## src/rtl/mdw_pkg.sv

```systemverilog
package mdw_pkg;
  typedef enum logic [1:0] {
    ACC_NONE      = 2'd0,
    ACC_ADDR_ONLY = 2'd1,
    ACC_ALL       = 2'd2
  } acc_policy_e;

  function automatic acc_policy_e pick_policy(input logic multidrop, input logic rx_en);
    if (rx_en)          return ACC_ALL;
    else if (multidrop) return ACC_ADDR_ONLY;
    else                return ACC_NONE;
  endfunction
endpackage

```

## src/rtl/mdw_classify.sv

```systemverilog
module mdw_classify
  import mdw_pkg::*;
(
  input  logic multidrop,
  input  logic rx_enable,
  input  logic in_valid,
  input  logic in_addr_flag,
  output logic accept,
  output logic tag_addr
);
  acc_policy_e policy;

  always_comb begin
    policy = pick_policy(multidrop, rx_enable);
    unique case (policy)
      ACC_ALL:       accept = in_valid;
      ACC_ADDR_ONLY: accept = in_valid & in_addr_flag;
      default:       accept = 1'b0;
    endcase
    tag_addr = multidrop & in_addr_flag;
  end
endmodule

```

## src/rtl/mdw_hold.sv

```systemverilog
module mdw_hold #(
  parameter int DATA_W = 8
) (
  input  logic              clk,
  input  logic              rst_n,
  input  logic              load,
  input  logic [DATA_W-1:0] load_data,
  input  logic              load_is_addr,
  input  logic              load_fe,
  input  logic              take,
  output logic              full,
  output logic [DATA_W-1:0] data_q,
  output logic              is_addr_q,
  output logic              fe_q,
  output logic              overrun_q
);
  logic pop;
  logic store;

  always_comb begin
    pop   = full & take;
    store = load & (~full | pop);
  end

  always_ff @(posedge clk or negedge rst_n) begin
    if (!rst_n) begin
      full      <= 1'b0;
      data_q    <= '0;
      is_addr_q <= 1'b0;
      fe_q      <= 1'b0;
      overrun_q <= 1'b0;
    end else begin
      if (store) begin
        full      <= 1'b1;
        data_q    <= load_data;
        is_addr_q <= load_is_addr;
        fe_q      <= load_fe;
        overrun_q <= 1'b0;
      end else if (load) begin
        overrun_q <= 1'b1;
      end else if (pop) begin
        full      <= 1'b0;
        overrun_q <= 1'b0;
      end
    end
  end
endmodule

```

## src/rtl/mdw_wake_rx.sv

```systemverilog
module mdw_wake_rx #(
  parameter int DATA_W  = 8,
  parameter bit IRQ_REG = 1'b0
) (
  input  logic              clk,
  input  logic              rst_n,
  input  logic              cfg_multidrop,
  input  logic              rx_enable,
  input  logic              irq_enable,
  input  logic              in_valid,
  input  logic [DATA_W-1:0] in_data,
  input  logic              in_addr_flag,
  input  logic              in_frame_err,
  output logic              out_valid,
  input  logic              out_ready,
  output logic [DATA_W-1:0] out_data,
  output logic              out_is_addr,
  output logic              out_frame_err,
  output logic              overrun,
  output logic              irq
);
  logic accept;
  logic tag_addr;

  mdw_classify u_cls (
    .multidrop    (cfg_multidrop),
    .rx_enable    (rx_enable),
    .in_valid     (in_valid),
    .in_addr_flag (in_addr_flag),
    .accept       (accept),
    .tag_addr     (tag_addr)
  );

  mdw_hold #(.DATA_W(DATA_W)) u_hold (
    .clk          (clk),
    .rst_n        (rst_n),
    .load         (accept),
    .load_data    (in_data),
    .load_is_addr (tag_addr),
    .load_fe      (in_frame_err),
    .take         (out_ready),
    .full         (out_valid),
    .data_q       (out_data),
    .is_addr_q    (out_is_addr),
    .fe_q         (out_frame_err),
    .overrun_q    (overrun)
  );

  generate
    if (IRQ_REG) begin : g_irq_reg
      logic irq_q;
      always_ff @(posedge clk or negedge rst_n) begin
        if (!rst_n) irq_q <= 1'b0;
        else        irq_q <= irq_enable & out_valid;
      end
      assign irq = irq_q;
    end else begin : g_irq_comb
      assign irq = irq_enable & out_valid;
    end
  endgenerate
endmodule

```

## config.mk

```make
export PLATFORM = sky130hd
export DESIGN_NAME = mdw_wake_rx
export DESIGN_NICKNAME = d
export VERILOG_FILES = /design/src/rtl/mdw_pkg.sv /design/src/rtl/mdw_classify.sv /design/src/rtl/mdw_hold.sv /design/src/rtl/mdw_wake_rx.sv
export SDC_FILE = /design/constraint.sdc
export NUM_CORES = 1
export LEC_CHECK = 0
export BUFFER_PORTS_ARGS = -buffer_cell sky130_fd_sc_hd__buf_2
export CAP_MARGIN = 20
export CORE_AREA = 2 2 39 41
export CTS_CLUSTER_SIZE = 28
export DETAILED_ROUTE_END_ITERATION = 10
export DIE_AREA = 0 0 41 43
export GPL_TIMING_DRIVEN = 0
export PLACE_DENSITY = 0.73
export SYNTH_ARGS = -nofsm -noshare
export SYNTH_HDL_FRONTEND = slang
export SYNTH_SLANG_ARGS = --single-unit
```

## constraint.sdc

```tcl
create_clock -name clk -period 1.3 [get_ports clk]
set_input_delay 0.26 -clock clk [delete_from_list [all_inputs] [get_ports clk]]
set_output_delay 0.26 -clock clk [all_outputs]
set_load 0.01 [all_outputs]
```

### Yosys cells after proc, flatten, opt, wreduce, memory -nomap -nowiden

Cells that the tools add are included.
Widths: inputs -> output; s select.

| word-level totals | value |
|---|---|
| flip-flop bits (word level) | 12 |
| output and inout bits | 13 |
| word-level logic and storage cells | 26 |
| bits of input ports | 17 |

| operators by class | value |
|---|---|
| bitwise logic cells | 7 |
| equality and inequality tests | 3 |
| multiplexer cells | 8 |
| reductions and logical operators | 3 |

Operator list:

| cell | number |
|---|---|
| $mux 1 | 6 |
| $and 1x1->1 | 5 |
| $reduce_bool 3->1 | 1 |
| $eq 2x1->1 const B | 1 |
| $eq 2x2->1 const B | 1 |
| $mux 2 | 1 |
| $ne 2x2->1 const B | 1 |
| $pmux 1 s2 | 1 |
| $reduce_and 2->1 | 1 |
| $reduce_bool 2->1 | 1 |
| $not 1->1 | 1 |
| $or 1x1->1 | 1 |

### Longest topological paths before layout

| depth | value |
|---|---|
| depth after elaboration | 7 |
| gate-level depth with buffers | 3 |
| gate-level depth less buffers | 3 |

### Modules after synthesis

Synthesis repeated with hierarchy kept, for this count alone.

| second synthesis, totals | value |
|---|---|
| cell total of the unflattened synthesis | 30 |
| area total of the unflattened synthesis | 520.5 um2 |

By module, submodules not included:

| module | times used | cells each | area an instance (um2) | seq. area each (um2) |
|---|---|---|---|---|
| mdw_hold | 1 | 27 | 498.0 | 300.3 |
| mdw_classify | 1 | 2 | 16.3 | 0.0 |
| mdw_wake_rx | 1 | 1 | 6.3 | 0.0 |

### Worst setup path after synthesis

Ideal clock, no wire load.

| timing path | value |
|---|---|
| path type | flip-flop to flip-flop |
| start point | register u_hold.full |
| end point | register u_hold.data_q[0] |
| clock period less this slack | 1.151 ns |
| library setup time | 0.125 ns |
| cell stages (with the launch flop) | 4 |
| required time | 1.175 ns |
| arrival time | 1.026 ns |
| setup slack | 0.149 ns |
| path buffers | 0 |
| cell sequence | dfrtp_1 -> nand2b_2 -> nand3_4 -> mux2_2 |

| on the way | value |
|---|---|
| word-level cells in the longest chain between the ends | 3 |
| elaborated cells on any way between the ends | 4 |
| classes of those cells | bitwise (4) |

RTL lines:

| element | RTL line | text |
|---|---|---|
| start: declaration | mdw_hold.sv:11 | `output logic full,` |
| start signal: assignment | mdw_hold.sv:27 | `full <= 1'b0;` |
| start signal: assignment | mdw_hold.sv:34 | `full <= 1'b1;` |
| start signal: assignment | mdw_hold.sv:42 | `full <= 1'b0;` |
| $and 1x1->1 / $not 1->1 (equally long branches) | mdw_hold.sv:21, mdw_hold.sv:22 |  |
| $or 1x1->1 (*) | mdw_hold.sv:22 | `store = load & (~full \| pop);` |
| $and 1x1->1 (*) | mdw_hold.sv:22 |  |
| end signal: assignment | mdw_hold.sv:35 | `data_q <= load_data;` |
| end: declaration | mdw_hold.sv:12 | `output logic [DATA_W-1:0] data_q,` |

Mark *: on every way between the ends. The rest lies on a longest branch, timed or not.
A chain may end at the register's enable or synchronous reset.

### Worst setup path in the final report

| timing path | value |
|---|---|
| start point | register u_hold.full |
| end point | output irq |

| on the way | value |
|---|---|
| word-level cells in the longest chain between the ends | 1 |

RTL lines:

| element | RTL line | text |
|---|---|---|
| $and 1x1->1 | mdw_wake_rx.sv:58 | `assign irq = irq_enable & out_valid;` |
| end: declaration | mdw_wake_rx.sv:20 | `output logic irq` |

Every way passes these cells.

==> impl_metrics.ini <==
[finish]
area_delta_synth_final_pct = 41.94
drive_gt1_share_pct = 69.70
regArea_um2 = 300.3
fillerInstances = 137
multi_input_area_um2 = 203.9
utilization_pct = 51.72
fin_cells = 82
num_antenna_cells = 0
stdcell_area_um2 = 715.7
fin_nets = 84

[cts]
cts_tree = built
post-cts-setup-buffers = 0
cts_buffers = 3
cts_resized = 0
htree_levels = 1
cts.sinks = 12
clock-root-buffer = clkbuf_4
path_clk_slew_ns = 0.08
clk-insertion-delay-late_ns = 0.27
cts_buffer_depth = 2

[timing]
period_minus_slack_ns = 1.259
finalSetupViolCount = 0
max_slew_margin_pct = 82.39
holdWs_ns = 0.1941
rsz0062_at_grt = false
finalClockSkew_ns = 0.003631
timing.final.max_slew_violations = 0
worstMarginPinSlew_ns = 0.2641
clock.fmax_mhz = 794.0
finalSetupTns_ns = 0
hold_viol_final = 0
period_share_pct = 96.88

[setup_path]
cp.required_ns = 1.04
cp-end-kind = primary output
cpMaxStageDelayCell = dfrtp_1
start_kind = flop
critical_path_class = reg -> out
crit_fanout = 5
cp_slowest_stage_delay_ns = 0.43
crit_chain = and2_1 -> buf_2
worstPathArrival_ns = 1.00

[grt]
grt_pass1_wl_mm = 1.593
met2_usage_pct = 22.19
grt_max_degree = 13
use_met3_pct = 3.141
grtUsageMet1_pct = 15.31
grt_pass1_vias = 392
antenna_found_initial = 0
overflow = 0
busiest_layer = met2
grt_usage_pct = 13.69

[flow_run]
maxCapViolations = 0

[yosys]
ys_types = 13
syn_inst = 32
synth_edf_count = 0
ys_ff_latch = 12
synth.area.top_cells = dfrtp_1 60%, mux2_2 13%, mux2_4 8.9%, nand3_4 3.5%, a21o_4 3.0%
ys.warnings.count = 0
async_flop_share_pct = 100.0
yosysSeqAreaShare_pct = 59.55
mappedNetlistArea_um2 = 504.2
postSynthAreaPerCell_um2 = 15.76
synthTopCellsByCount = 12 x dfrtp_1, 6 x mux2_2, 3 x mux2_4
synth_flop_cell = dfrtp_1
synth_top_area_share_pct = 59.55
yosysTopAreaCell = dfrtp_1
synth_fp_nets = 49
synth.most_common_cell = dfrtp_1

[power_and_ir_drop]
ir_worst_vdd_v = 0.0006382
p_leak_uw = 0.0003704
cellPowerDensity_nw_per_um2 = 1404

[die]
dieHeight_um = 43
rows = 14
die_w_um = 41
core_um2 = 1384
die_area_um2 = 1763
start_util_pct = 36.44
pin_count = 30

[place]
dp_cells = 77
place_area_um2 = 669.4
port_buffers = 29
hpwl_um = 776.9
routabilityCongestion = 0.6460

[detailed_routing]
via_count = 381
drtIter0Drc = 2
ant_nets = 0
drc = 0
wl_mm = 1.006
viasPerCell = 4.646
routedWlPerCell_um = 12.27
firstDrtPassIters = 4

[run_status]
status = finished clean

[worst_hold_path]
hold_path.class = in -> reg
-- power by group --
group | internal, µW | switching, µW | leakage (µW) | total [µW]
Sequential | 438 | 31.2 | 0.000142 | 469
Combinational | 135 | 108 | 0.000207 | 243
Clock | 170 | 123 | 0.0000210 | 293
Total | 743 | 262 | 0.000370 | 1000
-- metrics by stage --
step / setup slack, ns / power [µW]
finish: 0.04056 / 1005
global route: 0.008209 / 1062
CTS: 0.03310 / 1020
detailed placement: 0.04954 / 722.5
global placement: 0.05814 / 715.9
floorplan: 0.1489 / 607.4
-- cell families (layout without fill, tap and decap cells) --
family / Yosys count / after routing / share of synthesized area, %
compound gates: 4 / 4 / 7.691
buf+inv: 0 / 34 / 0
flops: 12 / 12 / 59.55
mux: 9 / 9 / 22.33
simple gates: 7 / 7 / 10.43
-- cells in the final DEF (no fill, tap or decap) --
cell,instances
and2_1,1
dfrtp_1,12
mux2_2,6
a221oi_1,1
nand2_1,2
nor2b_1,1
nand2b_2,1
a21bo_2,1
buf_2,29
a21o_4,1
mux2_4,3
nand3_4,1
a21oi_1,1
dlygate4sd3_1,1
nand4_1,1
clkbuf_8,1
clkbuf_4,3
-- worst paths after layout --
check                            startpoint               end  slack (ns)  depth (start not counted)
max                             u_hold.full               irq        0.04                          2
min                               out_ready  u_hold.overrun_q        0.19                          2
max reg2reg                     u_hold.full       u_hold.fe_q        0.12                          3
min reg2reg                u_hold.is_addr_q  u_hold.is_addr_q        0.49                          1
max in group asynchronous             rst_n       u_hold.fe_q        0.70                          2
min in group asynchronous             rst_n  u_hold.data_q[6]        0.39                          2
-- sequential cells by signal (all words and copies together) (netlist names) --
signal / count
u_hold.fe_q: 1
u_hold.overrun_q: 1
u_hold.data_q: 8
u_hold.full: 1
u_hold.is_addr_q: 1
-- worst max-delay path, delay by kind of cell (launching register included) --
kind                   cells  cell delay [ns]
and+or+nand+nor            1             0.16
buffers and inverters      1             0.14
DFF                        1             0.43
-- timing repair --
action | CTS | global route
endpoints found under the setup margin | 0 | 0
endpoints found under the hold margin | 12 | 0
hold buffers | 1 | 0
-- layer usage --
layer | vias to the layer above | part of all wire (%)
met4 | 0 | 0.80
met5 | - | 0
met3 | 2 | 5.1
met1 | 184 | 40
met2 | 12 | 54
li1 | 183 | -
-- cell type report --
class                      instances  area share [%]
clock buffer                       4           5.070
sequential                        12           41.96
multi-input combinational         20           28.50
timing repair buffer              30           21.68
tap                               16           2.797
No activity file was read; power rests on OpenSTA's default activity.
